[config.mk]
export PLATFORM = sky130hd
export DESIGN_NAME = ppmDownlinkDecoder
export DESIGN_NICKNAME = d
export VERILOG_FILES = /design/src/rtl/ppmPkg.sv /design/src/rtl/ppmData.sv /design/src/rtl/ppmCtrl.sv /design/src/rtl/ppmDownlinkDecoder.sv
export SDC_FILE = /design/constraint.sdc
export NUM_CORES = 1
export LEC_CHECK = 0
export BUFFER_PORTS_ARGS = -buffer_cell sky130_fd_sc_hd__clkbuf_2
export CORE_ASPECT_RATIO = 0.9
export CORE_MARGIN = 2
export CORE_UTILIZATION = 63
export CTS_BUF_LIST = sky130_fd_sc_hd__clkbuf_2 sky130_fd_sc_hd__clkbuf_4 sky130_fd_sc_hd__clkbuf_8
export DETAILED_ROUTE_END_ITERATION = 8
export PLACE_DENSITY = 0.79
export SLEW_MARGIN = 20
export SYNTH_ARGS = -nofsm -noshare
export SYNTH_HDL_FRONTEND = slang
export SYNTH_HIERARCHICAL = 1
export SYNTH_SLANG_ARGS = --single-unit
export TNS_END_PERCENT = 5
[constraint.sdc]
create_clock -name clk -period 7.65 [get_ports clk]
set_clock_uncertainty 0.15 [all_clocks]
set_input_delay 0.765 -clock clk [delete_from_list [all_inputs] [get_ports clk]]
set_output_delay 0.765 -clock clk [all_outputs]
set_load 0.01 [all_outputs]
[src/rtl/ppmPkg.sv]
package ppmPkg;
  typedef enum logic [1:0] {ST_IDLE, ST_SOF, ST_DATA} ppmStateT;

  // strobes from control to datapath
  typedef struct packed {
    logic clrGap;     // restart pause-to-pause distance counter
    logic armSym;     // start the lead-in before the first symbol
    logic takePause;  // accept a data pause at the current slot
    logic clrByte;    // drop any partial bit pairs
  } dpCtrlT;
endpackage

[src/rtl/ppmData.sv]
module ppmData import ppmPkg::*; #(
  parameter  int SLOT_CYC = 256,
  localparam int SL_W     = $clog2(SLOT_CYC),
  localparam int HALF     = SLOT_CYC / 2,
  localparam int QUAD_LEN = 4 * SLOT_CYC,
  localparam int FULL_LEN = 256 * SLOT_CYC,
  localparam int PH_W     = SL_W + 8,
  localparam int GAP_W    = $clog2(QUAD_LEN) + 2
) (
  input  logic             clk,
  input  logic             rstN,
  input  logic             pauseIn,
  input  logic             modeQuad,
  input  dpCtrlT           ctl,
  output logic             pauseEdge,
  output logic [GAP_W-1:0] gap,
  output logic [SL_W-1:0]  slotOff,
  output logic             inSym,
  output logic             symEnd,
  output logic             pairBusy,
  output logic [7:0]       dataByte,
  output logic             byteValid
);
  localparam logic [GAP_W-1:0] GAP_MAX = '1;

  logic            pausePrev;
  logic [PH_W-1:0] phase;
  logic [PH_W-1:0] symLast;
  logic            lead;
  logic [7:0]      slotIdx;
  logic [5:0]      pairAcc;
  logic [1:0]      pairCnt;

  always_ff @(posedge clk or negedge rstN)
    if (!rstN) pausePrev <= 1'b0;
    else       pausePrev <= pauseIn;

  assign pauseEdge = pauseIn & ~pausePrev;

  // distance since the last accepted pause edge, saturating
  always_ff @(posedge clk or negedge rstN)
    if (!rstN)              gap <= GAP_MAX;
    else if (ctl.clrGap)    gap <= GAP_W'(1);
    else if (gap != GAP_MAX) gap <= gap + 1'b1;

  assign symLast = modeQuad ? PH_W'(QUAD_LEN - 1) : PH_W'(FULL_LEN - 1);

  // symbol phase; lead covers the half slot between opening pause and grid
  always_ff @(posedge clk or negedge rstN)
    if (!rstN) begin
      phase <= '0;
      lead  <= 1'b1;
    end else if (ctl.armSym) begin
      phase <= PH_W'(1);
      lead  <= 1'b1;
    end else if (lead) begin
      if (phase == PH_W'(HALF - 1)) begin
        phase <= '0;
        lead  <= 1'b0;
      end else begin
        phase <= phase + 1'b1;
      end
    end else if (phase == symLast) begin
      phase <= '0;
    end else begin
      phase <= phase + 1'b1;
    end

  assign inSym   = ~lead;
  assign symEnd  = ~lead && (phase == symLast);
  assign slotOff = phase[SL_W-1:0];
  assign slotIdx = phase[PH_W-1:SL_W];

  always_ff @(posedge clk or negedge rstN)
    if (!rstN) begin
      pairAcc   <= '0;
      pairCnt   <= '0;
      dataByte  <= '0;
      byteValid <= 1'b0;
    end else begin
      byteValid <= 1'b0;
      if (ctl.clrByte) begin
        pairCnt <= '0;
      end else if (ctl.takePause) begin
        if (modeQuad) begin
          pairAcc <= {slotIdx[1:0], pairAcc[5:2]};
          pairCnt <= pairCnt + 1'b1;
          if (pairCnt == 2'd3) begin
            dataByte  <= {slotIdx[1:0], pairAcc};
            byteValid <= 1'b1;
          end
        end else begin
          dataByte  <= slotIdx;
          byteValid <= 1'b1;
        end
      end
    end

  assign pairBusy = (pairCnt != 2'd0);
endmodule

[src/rtl/ppmCtrl.sv]
module ppmCtrl import ppmPkg::*; #(
  parameter  int SLOT_CYC = 256,
  localparam int SL_W     = $clog2(SLOT_CYC),
  localparam int HALF     = SLOT_CYC / 2,
  localparam int TOL      = SLOT_CYC / 16,
  localparam int QUAD_LEN = 4 * SLOT_CYC,
  localparam int WIDE_SOF = 3 * SLOT_CYC,
  localparam int END_GAP  = 3 * HALF,
  localparam int GAP_W    = $clog2(QUAD_LEN) + 2
) (
  input  logic             clk,
  input  logic             rstN,
  input  logic             pauseEdge,
  input  logic [GAP_W-1:0] gap,
  input  logic [SL_W-1:0]  slotOff,
  input  logic             inSym,
  input  logic             symEnd,
  input  logic             pairBusy,
  output dpCtrlT           ctl,
  output logic             modeQuad,
  output logic             frameStart,
  output logic             frameEnd,
  output logic             frameErr
);
  ppmStateT state, nxt;
  logic gotPause, gotNext, quadNext, doStart, doEnd, doErr;
  logic offGrid;

  function automatic logic near(input logic [GAP_W-1:0] g, input int target);
    return (int'(g) >= target - TOL) && (int'(g) <= target + TOL);
  endfunction

  assign offGrid = (int'(slotOff) < HALF - TOL) || (int'(slotOff) > HALF + TOL);

  always_comb begin
    ctl      = '0;
    nxt      = state;
    gotNext  = gotPause;
    quadNext = modeQuad;
    doStart  = 1'b0;
    doEnd    = 1'b0;
    doErr    = 1'b0;
    unique case (state)
      ST_IDLE: if (pauseEdge) begin
        ctl.clrGap = 1'b1;
        nxt        = ST_SOF;
      end
      ST_SOF: if (pauseEdge) begin
        ctl.clrGap = 1'b1;
        if (near(gap, QUAD_LEN) || near(gap, WIDE_SOF)) begin
          nxt         = ST_DATA;
          ctl.armSym  = 1'b1;
          ctl.clrByte = 1'b1;
          doStart     = 1'b1;
          gotNext     = 1'b0;
          quadNext    = near(gap, QUAD_LEN);
        end
      end else if (int'(gap) > QUAD_LEN + TOL) begin
        nxt = ST_IDLE;
      end
      ST_DATA: if (pauseEdge) begin
        if (near(gap, END_GAP)) begin
          nxt   = ST_IDLE;
          doErr = pairBusy;
          doEnd = ~pairBusy;
        end else if (!inSym || offGrid || gotPause) begin
          nxt   = ST_IDLE;
          doErr = 1'b1;
        end else begin
          ctl.takePause = 1'b1;
          ctl.clrGap    = 1'b1;
          gotNext       = 1'b1;
        end
      end else if (symEnd) begin
        if (!gotPause) begin
          nxt   = ST_IDLE;
          doErr = 1'b1;
        end else begin
          gotNext = 1'b0;
        end
      end
      default: nxt = ST_IDLE;
    endcase
  end

  always_ff @(posedge clk or negedge rstN)
    if (!rstN) begin
      state      <= ST_IDLE;
      gotPause   <= 1'b0;
      modeQuad   <= 1'b0;
      frameStart <= 1'b0;
      frameEnd   <= 1'b0;
      frameErr   <= 1'b0;
    end else begin
      state      <= nxt;
      gotPause   <= gotNext;
      modeQuad   <= quadNext;
      frameStart <= doStart;
      frameEnd   <= doEnd;
      frameErr   <= doErr;
    end
endmodule

[src/rtl/ppmDownlinkDecoder.sv]
module ppmDownlinkDecoder import ppmPkg::*; #(
  parameter  int SLOT_CYC = 256,
  localparam int SL_W     = $clog2(SLOT_CYC),
  localparam int GAP_W    = $clog2(4 * SLOT_CYC) + 2
) (
  input  logic       clk,
  input  logic       rstN,
  input  logic       pauseIn,
  output logic [7:0] dataByte,
  output logic       byteValid,
  output logic       frameStart,
  output logic       frameEnd,
  output logic       frameErr,
  output logic       modeQuad
);
  dpCtrlT           ctl;
  logic             pauseEdge, inSym, symEnd, pairBusy;
  logic [GAP_W-1:0] gap;
  logic [SL_W-1:0]  slotOff;

  ppmCtrl #(.SLOT_CYC(SLOT_CYC)) uCtrl (
    .clk(clk), .rstN(rstN), .pauseEdge(pauseEdge), .gap(gap),
    .slotOff(slotOff), .inSym(inSym), .symEnd(symEnd), .pairBusy(pairBusy),
    .ctl(ctl), .modeQuad(modeQuad), .frameStart(frameStart),
    .frameEnd(frameEnd), .frameErr(frameErr)
  );

  ppmData #(.SLOT_CYC(SLOT_CYC)) uData (
    .clk(clk), .rstN(rstN), .pauseIn(pauseIn), .modeQuad(modeQuad),
    .ctl(ctl), .pauseEdge(pauseEdge), .gap(gap), .slotOff(slotOff),
    .inSym(inSym), .symEnd(symEnd), .pairBusy(pairBusy),
    .dataByte(dataByte), .byteValid(byteValid)
  );
endmodule

==> flow_summary.json <==
{
  "final_hold_viol_count": 0,
  "drt_pre_antenna_iters": 4,
  "leakagePower_nw": 1.32,
  "grt_pass1_wl_microns": 9400,
  "r2r_slack_ps": 4650,
  "synth_warnings": 6,
  "endpoint_kind": "register",
  "fin_crit_ps": 3000,
  "synth_area_leaders": "dfrtp_1, dfstp_2, nor2_1",
  "num_vias": 2200,
  "fin_area_sq_um": 3120,
  "io_pins": 16,
  "gp_congestion": 0.818,
  "track_usage_pct": 21.8,
  "ys_seq_area_share_pct": 45.4,
  "die_w_microns": 76.9,
  "post_drt_wl_per_cell_microns": 15.4,
  "finalNonFillerCells": 364,
  "nFillCells": 352,
  "layout_commonest_cell": "dfrtp_1",
  "ir_worst_vdd_mv": 0.148,
  "numCtsBuffers": 5,
  "hpwlAfterDp_microns": 3810,
  "cts_resized": 0,
  "cts_max_level": 2,
  "final_cell_mix": "dfrtp_1, nor2_1, nor3_1, a21oi_1, nand2_1",
  "finalNetCount": 308,
  "maxSlewHeadroom_pct": 30.1,
  "synth_top_area_cell": "dfrtp_1",
  "fmax_mhz": 333,
  "areaGrowthSynthToFinish_pct": 3.74,
  "cts.sinks": 54,
  "clk_latency_ps": 300,
  "drv_cap": 0,
  "async_reset_ff_share_pct": 100,
  "io_buffers": 15,
  "antenna_cells": 0,
  "routed_wirelength_microns": 5600,
  "die_area_sq_um": 5350,
  "cts_setup_buffers": 0,
  "status": "complete, no violations",
  "synth_nets": 304,
  "synth_cell_types": 59,
  "tightest_slew_ps": 1050,
  "cts_root_buffer": "clkbuf_8",
  "report.final.slew_viol_count": 0,
  "synth_edf_count": 0,
  "critPathArrivalTime_ps": 3090,
  "viasPerCell": 6.04,
  "final_core_util_pct": 69.1,
  "criticalPathCategory": "register to register",
  "finalSetupViolCount": 0,
  "postSynthAreaPerCell_sq_um": 10.1,
  "post-place-cells": 356,
  "synth.top_cell.area_share_pct": 34.1,
  "drtAntennaViolNets": 0,
  "min_path_type": "register to register",
  "pwr_density_cell_nw_per_um2": 205,
  "core.rowCount": 23,
  "grt_setup_unrepaired": "no",
  "worstPathRequired_ps": 7730,
  "p_total_uw": 639,
  "grt.overflow.total": 0,
  "design.core.area_sq_um": 4520,
  "syn-cell-area_sq_um": 3010,
  "drtIter0Drc": 174,
  "placed_area_sq_um": 3040,
  "chipHeight_microns": 69.6,
  "cp_max_fo": 14,
  "ys.flop_type": "dfrtp_1",
  "grt_pass1_vias": 1975,
  "ctsLongestPathBuffers": 2,
  "startpoint_type": "register",
  "synthCells": 297,
  "grt_max_degree": 55,
  "drcViolationCount": 0,
  "layout-drive-gt1-share_pct": 18.5,
  "antenna_found_initial": 0,
  "period_share_pct": 39.3,
  "setup-tns-final_ps": 0,
  "cts_tree": "done",
  "initial_core_util_pct": 66.7,
  "clk_pin_slew_ps": 90,
  "ys_ff_latch": 54,
  "cts_hold_buf": 0
}
cells in the mapped netlist, types with 4 or more instances:
| cell | n |
|---|---|
| o31ai_1 | 4 |
| nor2b_1 | 6 |
| inv_1 | 13 |
| nand3_1 | 6 |
| nor2_1 | 31 |
| a21oi_1 | 18 |
| mux2i_1 | 9 |
| dfrtp_1 | 41 |
| nand2_1 | 16 |
| nor4_1 | 8 |
| ha_1 | 4 |
| nor3_1 | 19 |
| mux2_2 | 6 |
| xor2_1 | 5 |
| nand4_1 | 10 |
| nand2b_1 | 4 |
| xnor2_1 | 13 |
| dfstp_2 | 13 |
| nand3b_1 | 4 |
| buf_2 | 4 |
| buf_4 | 11 |
critical path, stage by stage, from the launching register on:
cell and delay (ps):
dfstp_2 640, and4b_1 220, a31oi_1 250, o2111ai_1 250
o22ai_1 870, and2b_1 270, mux2_1 280
metrics by stage:
stage                     hold WS (ps)  setup slack, ps
final                              313             4650
after global routing               345             4410
after CTS                          314             4660
after detailed placement           299             4620
after global placement             300             4700
after floorplan                    289             5200
sequential cells by signal, summed over array words and instances, names as in the netlist:
signal	flops
uData/gap	12
uCtrl/frameErr	1
uCtrl/modeQuad	1
uData/pairCnt	2
uCtrl/frameStart	1
uCtrl/frameEnd	1
uData/pairAcc	6
uData/lead	1
uData/byteValid	1
uCtrl/state	2
uCtrl/gotPause	1
uData/phase	16
uData/pausePrev	1
uData/dataByte	8
per-layer routing:
metal,part of all wire [%],vias to the layer above,global-route usage [%]
met3,4.1,6,3.91
met1,49,1059,32.0
li1,-,1078,-
met4,0.91,0,5.86
met2,46,57,33.5
met5,0,-,0
area by class of cell:
| type | instances | area, sq um | area share (%) |
|---|---|---|---|
| multi-input combinational | 211 | 1460 | 46.8 |
| sequential | 54 | 1370 | 43.8 |
| timing repair buffer | 16 | 82.6 | 2.64 |
| tap | 62 | 77.6 | 2.48 |
| clock buffer | 5 | 68.8 | 2.20 |
| inverter | 13 | 48.8 | 1.56 |
| clock inverter | 3 | 16.3 | 0.521 |
worst paths after layout:
path	start	end	cells past startpoint
worst max-delay path	uData/gap[7]$_DFFE_PN1P_	uData/gap[11]$_DFFE_PN1P_	6
worst min-delay path	uData/lead$_DFF_PN1_	uData/lead$_DFF_PN1_	2
worst max register to register	uData/gap[7]$_DFFE_PN1P_	uData/gap[11]$_DFFE_PN1P_	6
worst min register to register	uData/lead$_DFF_PN1_	uData/lead$_DFF_PN1_	2
max in group asynchronous	rstN	uCtrl/state[0]$_DFFE_PN0P_	2
min in group asynchronous	rstN	uData/dataByte[0]$_DFFE_PN0P_	2
power by group:
group	switching (mW)	internal, mW
combinational	0.0598	0.0462
clock	0.0887	0.0628
sequential	0.0557	0.326
total	0.204	0.435
logic make-up (layout without fill, tap and decap cells):
family	after synthesis	count (layout)	synth area share, %
compound gates	45	45	11.8
xor+xnor	18	18	5.23
fa+ha+maj	4	4	1.66
buf+inv	32	37	6.02
flops	54	54	45.4
mux	16	16	5.61
simple gates	128	128	24.3
Note: power is estimated with default switching activity, not from simulation.
